===== config.mk =====
export PLATFORM = sky130hd
export DESIGN_NAME = i80_wr_engine
export DESIGN_NICKNAME = d
export VERILOG_FILES = /design/src/rtl/i80_pkg.sv /design/src/rtl/i80_cfg_hold.sv /design/src/rtl/i80_trig_ctl.sv /design/src/rtl/i80_phase_seq.sv /design/src/rtl/i80_wr_engine.sv
export SDC_FILE = /design/constraint.sdc
export NUM_CORES = 1
export LEC_CHECK = 0
export BUFFER_PORTS_ARGS = -buffer_cell sky130_fd_sc_hd__buf_2
export CAP_MARGIN = 10
export CORE_UTILIZATION = 50
export DETAILED_ROUTE_END_ITERATION = 6
export PLACE_DENSITY = 0.79
export SLEW_MARGIN = 20
export SYNTH_ARGS = -nofsm -noshare
export SYNTH_HDL_FRONTEND = slang
export SYNTH_HIERARCHICAL = 1
export SYNTH_SLANG_ARGS = --single-unit

===== constraint.sdc =====
create_clock -name clk -period 3.45 [get_ports clk]
set_clock_uncertainty 0.1 [all_clocks]
set_input_delay 0.345 -clock clk [delete_from_list [all_inputs] [get_ports clk]]
set_output_delay 0.345 -clock clk [all_outputs]
set_load 0.02 [all_outputs]

===== src/rtl/i80_pkg.sv =====
package i80_pkg;
  localparam int PHASE_W       = 4;
  localparam int CFG_EN_BIT    = 0;
  localparam int CFG_HOLD_LSB  = 4;
  localparam int CFG_ACT_LSB   = 8;
  localparam int CFG_WRS_LSB   = 12;
  localparam int CFG_CSS_LSB   = 16;
  localparam int TRG_MODE_BIT  = 0;
  localparam int TRG_SW_BIT    = 1;
  localparam int TRG_HWEN_BIT  = 3;
  localparam int TRG_MASK_BIT  = 4;

  typedef enum logic [2:0] {
    ST_IDLE, ST_FETCH, ST_CSS, ST_WRS, ST_WRA, ST_WRH
  } phase_e;

  typedef struct packed {
    logic [PHASE_W-1:0] cs_set;
    logic [PHASE_W-1:0] wr_set;
    logic [PHASE_W-1:0] wr_act;
    logic [PHASE_W-1:0] wr_hold;
  } timing_t;

  function automatic timing_t unpack_timing(input logic [31:0] w);
    timing_t t;
    t.cs_set  = w[CFG_CSS_LSB  +: PHASE_W];
    t.wr_set  = w[CFG_WRS_LSB  +: PHASE_W];
    t.wr_act  = w[CFG_ACT_LSB  +: PHASE_W];
    t.wr_hold = w[CFG_HOLD_LSB +: PHASE_W];
    return t;
  endfunction

  function automatic logic sw_request(input logic [4:0] tc);
    return tc[TRG_MODE_BIT] & tc[TRG_SW_BIT];
  endfunction

  function automatic logic hw_armed(input logic [4:0] tc);
    return tc[TRG_HWEN_BIT] & ~tc[TRG_MASK_BIT];
  endfunction
endpackage


===== src/rtl/i80_cfg_hold.sv =====
module i80_cfg_hold
  import i80_pkg::*;
(
  input  logic        clk,
  input  logic        rst_n,
  input  logic        load,
  input  logic [31:0] cfg_word,
  output timing_t     timing_o
);
  always_ff @(posedge clk or negedge rst_n) begin
    if (!rst_n)    timing_o <= '0;
    else if (load) timing_o <= unpack_timing(cfg_word);
  end
endmodule


===== src/rtl/i80_trig_ctl.sv =====
module i80_trig_ctl
  import i80_pkg::*;
#(
  parameter int PEND_W = 2
) (
  input  logic       clk,
  input  logic       rst_n,
  input  logic       if_en,
  input  logic       idle,
  input  logic [4:0] trig_ctrl,
  input  logic       te_in,
  input  logic       frame_upd,
  output logic       start
);
  localparam logic [PEND_W-1:0] PEND_MAX = {PEND_W{1'b1}};

  logic              te_q;
  logic [PEND_W-1:0] pend;
  logic              te_rise, hw_fire, sw_fire, consume, incr;

  assign te_rise = te_in & ~te_q;
  assign sw_fire = sw_request(trig_ctrl);
  assign hw_fire = hw_armed(trig_ctrl) & te_rise & (pend != '0);
  assign start   = idle & if_en & (sw_fire | hw_fire);
  assign consume = start & hw_fire;
  assign incr    = frame_upd & ((pend != PEND_MAX) | consume);

  always_ff @(posedge clk or negedge rst_n) begin
    if (!rst_n) begin
      te_q <= 1'b0;
      pend <= '0;
    end else begin
      te_q <= te_in;
      unique case ({incr, consume})
        2'b10:   pend <= pend + 1'b1;
        2'b01:   pend <= pend - 1'b1;
        default: pend <= pend;
      endcase
    end
  end
endmodule


===== src/rtl/i80_phase_seq.sv =====
module i80_phase_seq
  import i80_pkg::*;
#(
  parameter int DATA_W    = 16,
  parameter int FRAME_LEN = 8
) (
  input  logic              clk,
  input  logic              rst_n,
  input  logic              start,
  input  timing_t           timing,
  input  logic              px_valid,
  input  logic [DATA_W-1:0] px_data,
  output logic              px_ready,
  output logic              cs_n,
  output logic              wr_n,
  output logic [DATA_W-1:0] data_o,
  output logic              busy,
  output logic              done
);
  localparam int IDX_W = (FRAME_LEN > 1) ? $clog2(FRAME_LEN) : 1;
  localparam logic [IDX_W-1:0] LAST_IDX = IDX_W'(FRAME_LEN - 1);

  phase_e             state;
  logic [PHASE_W-1:0] cnt;
  logic [IDX_W-1:0]   idx;
  logic [DATA_W-1:0]  data_q;
  logic               done_q;
  logic               cnt_zero;

  assign cnt_zero = (cnt == '0);

  always_ff @(posedge clk or negedge rst_n) begin
    if (!rst_n) begin
      state  <= ST_IDLE;
      cnt    <= '0;
      idx    <= '0;
      data_q <= '0;
      done_q <= 1'b0;
    end else begin
      done_q <= 1'b0;
      unique case (state)
        ST_IDLE: if (start) begin
          state <= ST_FETCH;
          idx   <= '0;
        end
        ST_FETCH: if (px_valid) begin
          data_q <= px_data;
          cnt    <= timing.cs_set;
          state  <= ST_CSS;
        end
        ST_CSS: if (cnt_zero) begin
          cnt   <= timing.wr_set;
          state <= ST_WRS;
        end else cnt <= cnt - 1'b1;
        ST_WRS: if (cnt_zero) begin
          cnt   <= timing.wr_act;
          state <= ST_WRA;
        end else cnt <= cnt - 1'b1;
        ST_WRA: if (cnt_zero) begin
          cnt   <= timing.wr_hold;
          state <= ST_WRH;
        end else cnt <= cnt - 1'b1;
        ST_WRH: if (cnt_zero) begin
          if (idx == LAST_IDX) begin
            state  <= ST_IDLE;
            done_q <= 1'b1;
          end else begin
            idx   <= idx + 1'b1;
            state <= ST_FETCH;
          end
        end else cnt <= cnt - 1'b1;
        default: state <= ST_IDLE;
      endcase
    end
  end

  assign px_ready = (state == ST_FETCH);
  assign cs_n     = (state == ST_IDLE) || (state == ST_FETCH);
  assign wr_n     = (state != ST_WRA);
  assign data_o   = data_q;
  assign busy     = (state != ST_IDLE);
  assign done     = done_q;
endmodule


===== src/rtl/i80_wr_engine.sv =====
module i80_wr_engine
  import i80_pkg::*;
#(
  parameter int DATA_W    = 16,
  parameter int FRAME_LEN = 8,
  parameter int PEND_W    = 2
) (
  input  logic              clk,
  input  logic              rst_n,
  input  logic [31:0]       cfg_word,
  input  logic [4:0]        trig_ctrl,
  input  logic              te_in,
  input  logic              frame_upd,
  input  logic              px_valid,
  output logic              px_ready,
  input  logic [DATA_W-1:0] px_data,
  output logic              lcd_cs_n,
  output logic              lcd_wr_n,
  output logic [DATA_W-1:0] lcd_data,
  output logic              busy,
  output logic              frame_done
);
  logic    start;
  timing_t timing;

  i80_trig_ctl #(.PEND_W(PEND_W)) u_trig (
    .clk       (clk),
    .rst_n     (rst_n),
    .if_en     (cfg_word[CFG_EN_BIT]),
    .idle      (~busy),
    .trig_ctrl (trig_ctrl),
    .te_in     (te_in),
    .frame_upd (frame_upd),
    .start     (start)
  );

  i80_cfg_hold u_cfg (
    .clk      (clk),
    .rst_n    (rst_n),
    .load     (start),
    .cfg_word (cfg_word),
    .timing_o (timing)
  );

  i80_phase_seq #(.DATA_W(DATA_W), .FRAME_LEN(FRAME_LEN)) u_seq (
    .clk      (clk),
    .rst_n    (rst_n),
    .start    (start),
    .timing   (timing),
    .px_valid (px_valid),
    .px_data  (px_data),
    .px_ready (px_ready),
    .cs_n     (lcd_cs_n),
    .wr_n     (lcd_wr_n),
    .data_o   (lcd_data),
    .busy     (busy),
    .done     (frame_done)
  );
endmodule


# == Yosys cells after proc, flatten, opt, wreduce, memory -nomap -nowiden ==
# Cells that the tools add are included.
# word_totals
output_inout_bits,21
reg_bits,46
wordCells,81
in_bits,58
# op_classes
bitwise_logic,14
eq_ne,18
n_mux,22
reduce_logical,12
add_sub_neg,4
# op_table
cell,count
3-bit 2-to-1 mux,9
4-bit 2-to-1 mux,5
4-bit case mux with 5 select lines,1
3-bit case mux with 6 select lines,1
2-bit != test (second input constant),5
1-bit AND,9
3-bit equality test (second input constant),3
2-bit by 1-bit != test with 1-bit output (second input constant),4
3-bit by 2-bit equality test with 1-bit output (second input constant),2
3-bit case mux with 2 select lines,1
6-bit AND reduction,1
2-bit nonzero test,3
5-bit nonzero test,1
4-bit logical NOT,1
1-bit 2-to-1 mux,4
2-bit case mux with 2 select lines,1
4-bit AND reduction,1
4-bit by 1-bit subtractor with 4-bit output (second input constant),1
3-bit by 1-bit adder with 3-bit output (second input constant),1
3-bit by 1-bit equality test with 1-bit output (second input constant),1
3-bit logical NOT,1
3-bit != test (second input constant),1
1-bit NOT,3
3-bit AND reduction,1
8 further kinds,9

# == Logic depth before layout (Yosys ltp) ==
# depth
ltp_word,11
ltp_mapped,11
ltp_nobuf,9

# == By module ==
# The synthesis kept the hierarchy.
# modules_own_cells
module,area_each_um2,cells_per_inst,seq_area_each_um2,instances
i80_phase_seq,1617.8,136,675.6,1
i80_cfg_hold,649.4,34,400.4,1
i80_trig_ctl,209.0,21,75.1,1
i80_wr_engine,3.8,1,0.0,1

# == Worst setup path before layout ==
# OpenSTA, ideal clock, no wires.
# synth_timing
path_kind,reg2reg
start,register u_seq.state[0]
end,register u_seq.idx[1]
t_arrival_ps,2174
stages_incl_launch_ff,12
t_required_ps,3225
setup_time_ps,125
slack_ps,1052
n_path_buf,2
synth_period_minus_slack_ps,2398
cell_sequence,dfrtp_1 > buf_6 > buf_2 > inv_1 > nand3_1 > inv_1 > nand2_1 > a21oi_1 > nor2b_1 > nand2_1 > a21oi_4 > mux2_2
# synth_via
elab_chain_len,6
elab_cells_between_ends,12
classes_between,eq/ne (4); mux (1); bitwise (3); reduce/logical (4)
# synth_rtl
item,line_no,text
from (decl),i80_phase_seq.sv:23,phase_e state;
from (signal assigned),i80_phase_seq.sv:34,state <= ST_IDLE;
from (signal assigned),i80_phase_seq.sv:43,state <= ST_FETCH;
from (signal assigned),i80_phase_seq.sv:49,state <= ST_CSS;
3-bit nonzero test,i80_phase_seq.sv:81,assign busy = (state != ST_IDLE);
via busy,i80_wr_engine.sv:20,"output logic busy,"
1-bit NOT,i80_wr_engine.sv:30,".idle (~busy),"
1-bit AND (2 in series),i80_trig_ctl.sv:24,assign start = idle & if_en & (sw_fire | hw_fire);
via start,i80_wr_engine.sv:23,logic start;
2-bit != test (no line),n/a,
4-bit AND reduction (no line),n/a,
to (signal assigned),i80_phase_seq.sv:68,idx <= idx + 1'b1;
to (decl),i80_phase_seq.sv:25,logic [IDX_W-1:0] idx;
# The timed path passes the listed nets, and every way through them passes these cells.
# A chain may end at the register's enable or synchronous reset.

# == Worst setup path after layout ==
# layout_timing
start,register u_seq.state[2]
end,register u_seq.idx[2]
# layout_via
elab_chain_len,6
elab_cells_between_ends,12
classes_between,eq/ne (4); mux (1); bitwise (3); reduce/logical (4)
# layout_rtl
item,line_no
3-bit nonzero test,i80_phase_seq.sv:81
1-bit NOT,i80_wr_engine.sv:30
1-bit AND (2 in series),i80_trig_ctl.sv:24
via start,i80_wr_engine.sv:23
2-bit != test (no line),n/a
4-bit AND reduction (no line),n/a
# The timed path passes the listed nets, and every way through them passes these cells.

==> out/metrics.yaml <==
status: "finished, final reports clean"
setup_violations: 0
synthTopCellsByArea: "dfrtp_1 46%, mux2_2 11%, mux2_4 6.1%, ha_1 3.0%, buf_6 2.3%"
areaGrowthSynthToFinish_pct: 18.01
clockBufferDepth: 2
worstSetupEndpointType: "register"
drt-vias-per-instance: 5.488
report.power.total_mw: 2.614
dieArea_um2: 5245
syn_area_um2: 2480
slowest_stage: "dfrtp_1"
nNetsFinal: 319
finalWeightedCongestion: 0.8456
crit_fanout: 12
avgSynthCellArea_um2: 12.92
p_sw_share_pct: 38.38
hold_path.class: "in2reg"
grt_pass1_wl_mm: 7.755
multi_input_area_um2: 1207
yosysTopAreaCell: "dfrtp_1"
synth_seq_cells: 46
clkSinkCount: 46
power_leakage_nw: 1.373
io_pins: 79
numCtsBuffers: 5
row_count: 25
post_cts.repair.setup_buffers: 0
track_usage_pct: 19.35
relSlewSlack_pct: 50.19
maxCapViolCount: 0
ys.flop_type: "dfrtp_1"
async_reset_ff_share_pct: 100.0
synth-seq-area-share_pct: 46.42
cp_slowest_stage_delay_ns: 0.59
vias: 1767
hold_viol_final: 0
fmax_mhz: 406.9
synth_cell_type_count: 55
reg2reg_slack_ns: 0.99
p_int_mw: 1.611
r2r_cells: 9
grt_pass1_vias: 1638
tightest_slew_ns: 0.7447
seqPwrFrac_pct: 37.1
antenna_found_initial: 0
register_area_um2: 1151
path_cells: "inv_1 -> nand3_1 -> inv_1 -> nand2_1 -> a21oi_2 -> nor2b_1 -> nand2_1 -> a21oi_4 -> mux2_2"
drtIter0Drc: 67
slew_viol_final: 0
setup_tns_ns: 0
clk_latency_ns: 0.29
cts_max_level: 2
crit-reg2reg-capture: "u_seq/idx[2]"
die_w_um: 72.43
die_h_um: 72.43
cts_root_buf: "clkbuf_8"
initial_core_util_pct: 52.16
ir_drop_mv: 0.4770
period_needed_ns: 2.458
drc_errors: 0
critical-path-top-delay-family: "simple AND/OR/NAND/NOR gates"
power.density_nw_per_um2: 893.1
grt_max_degree: 47
hold_end: "u_trig/te_q"
netlist_instances: 192
worstPathArrival_ns: 2.53
min-delay-start: "te_in"
path_class: "reg2reg"
crit_buf_inv: 2
portBuffers: 62
whs_path_depth: 1
fillCellCount: 405
wire_per_inst_um: 14.93
rsz0062_at_grt: "false"
path_clk_slew_ns: 0.08
start_kind: "register"
required_ns: 3.52
synth_edf_count: 0
p_clk_share_pct: 15.3
power.share.combinational_pct: 47.6
synth_top_area_share_pct: 46.42
finalWirelength_mm: 4.808
dpl.hpwl_mm: 3.453
detail-route-antenna-nets: 0
period_share_pct: 71.24
drive_gt1_share_pct: 47.06
postSynthNetCount: 256
ys_warn_count: 6
p_sw_mw: 1.003
cts_tree: "built"
coreArea_um2: 4755
dr.pass1.iters: 4
grt_overflow_total: 0
r2r_start: "u_seq/state[2]"
antenna_cells: 0
routing by layer:
| layer | vias to the layer above | track usage [%] | share of wire (%) |
|---|---|---|---|
| li1 | 843 | - | - |
| met3 | 6 | 3.611 | 4.4 |
| met1 | 868 | 25.34 | 44 |
| met5 | - | 0 | 0 |
| met4 | 0 | 6.318 | 1.1 |
| met2 | 50 | 32.50 | 51 |
power groups by stage:
stage | combinational [mW] | clock (mW) | sequential [mW]
finish | 1.24 | 0.399 | 0.970
global route | 1.34 | 0.435 | 1.00
CTS | 1.24 | 0.410 | 0.969
detailed placement | 1.23 | 0 | 0.979
global placement | 1.21 | 0 | 0.960
floorplan | 0.896 | 0 | 1.04
sequential cells by signal, indices dropped and copies added, names as in the netlist:
name	flops
u_seq/state	3
u_seq/idx	3
u_trig/te_q	1
u_seq/data_o	16
u_seq/cnt	4
u_trig/pend	2
u_seq/done	1
u_cfg/timing_o	16
area by class of cell:
type	instances	share of cell area, %
clock buffers	6	2.822
clock inverters	1	1.026
inverters	9	1.154
multi-input cells	128	41.26
flip-flops and latches	46	39.33
well taps	67	2.864
repair buffers	65	11.54
synthesized netlist by cell type, drive strengths merged, types with 2 or more instances:
master	number
dfrtp	46
mux2	36
inv	9
buf	8
nor2	8
ha	6
nand2	6
o21ai	6
a21oi	5
nor3	5
mux2i	4
nand2b	4
nand3	4
o211ai	4
a2bb2oi	3
o22ai	3
o31ai	3
and2b	2
and3	2
and4bb	2
nand3b	2
nor3b	2
o221ai	2
metrics by stage:
step           util (%)  setup slack, ns  hold WS [ns]  area (um^2)  std cells
2_1_floorplan         -            1.052      -0.05059         2480        192
3_3_place_gp      58.92            1.137        0.3831         2801        314
3_5_place_dp      58.92            1.071        0.3922         2801        314
4_1_cts           61.29            1.045        0.1148         2914        321
5_1_grt           61.55           0.8253        0.1196         2927        322
6_report          61.55           0.9923        0.1171         2927        322
kinds of logic (layout without fill, tap and decap cells):
| family | after synthesis | after routing | share of synthesized area [%] |
|---|---|---|---|
| buffers and inverters | 18 | 81 | 5.045 |
| DFF | 46 | 46 | 46.42 |
| and+or+nand+nor | 43 | 43 | 13.42 |
| xor gates and xnor gates | 1 | 1 | 0.3532 |
| adders and majority gates | 6 | 6 | 3.027 |
| AOI/OAI and AO/OA | 38 | 38 | 12.26 |
| muxes | 40 | 40 | 19.48 |
how the worst max path moves through the flow:
stage	from	to	slack, ns	depth (start not counted)
after floorplan	u_seq/state[0]	u_seq/idx[1]	1.05	11
after CTS	u_seq/state[2]	u_seq/idx[2]	1.04	9
after global routing	u_seq/state[2]	u_seq/idx[2]	0.83	9
after detailed placement	u_seq/state[2]	u_seq/idx[2]	1.07	9
final	u_seq/state[2]	u_seq/idx[2]	0.99	9
after global placement	u_seq/state[2]	u_seq/idx[1]	1.14	9
placed cells by master, fill, tap and decap left out, drive strengths merged, types with 2 or more instances in the layout:
| master | synthesis | layout |
|---|---|---|
| ha | 6 | 6 |
| mux2i | 4 | 4 |
| o21ai | 6 | 6 |
| nor3b | 2 | 2 |
| and3 | 2 | 2 |
| nand3b | 2 | 2 |
| o31ai | 3 | 3 |
| o22ai | 3 | 3 |
| nand3 | 4 | 4 |
| and4bb | 2 | 2 |
| a21oi | 5 | 5 |
| nand2b | 4 | 4 |
| buf | 8 | 64 |
| o221ai | 2 | 2 |
| inv | 9 | 9 |
| nor2 | 8 | 8 |
| mux2 | 36 | 36 |
| and2b | 2 | 2 |
| clkbuf | 1 | 6 |
| dfrtp | 46 | 46 |
| nor3 | 5 | 5 |
| nand2 | 6 | 6 |
| a2bb2oi | 3 | 3 |
| o211ai | 4 | 4 |
repair_timing:
action / 4_1_cts / 5_1_grt
hold endpoints to repair: 0 / 40
hold buffers: 0 / 1
gates resized for setup: 0 / 0
(Power assumes the default switching activity.)
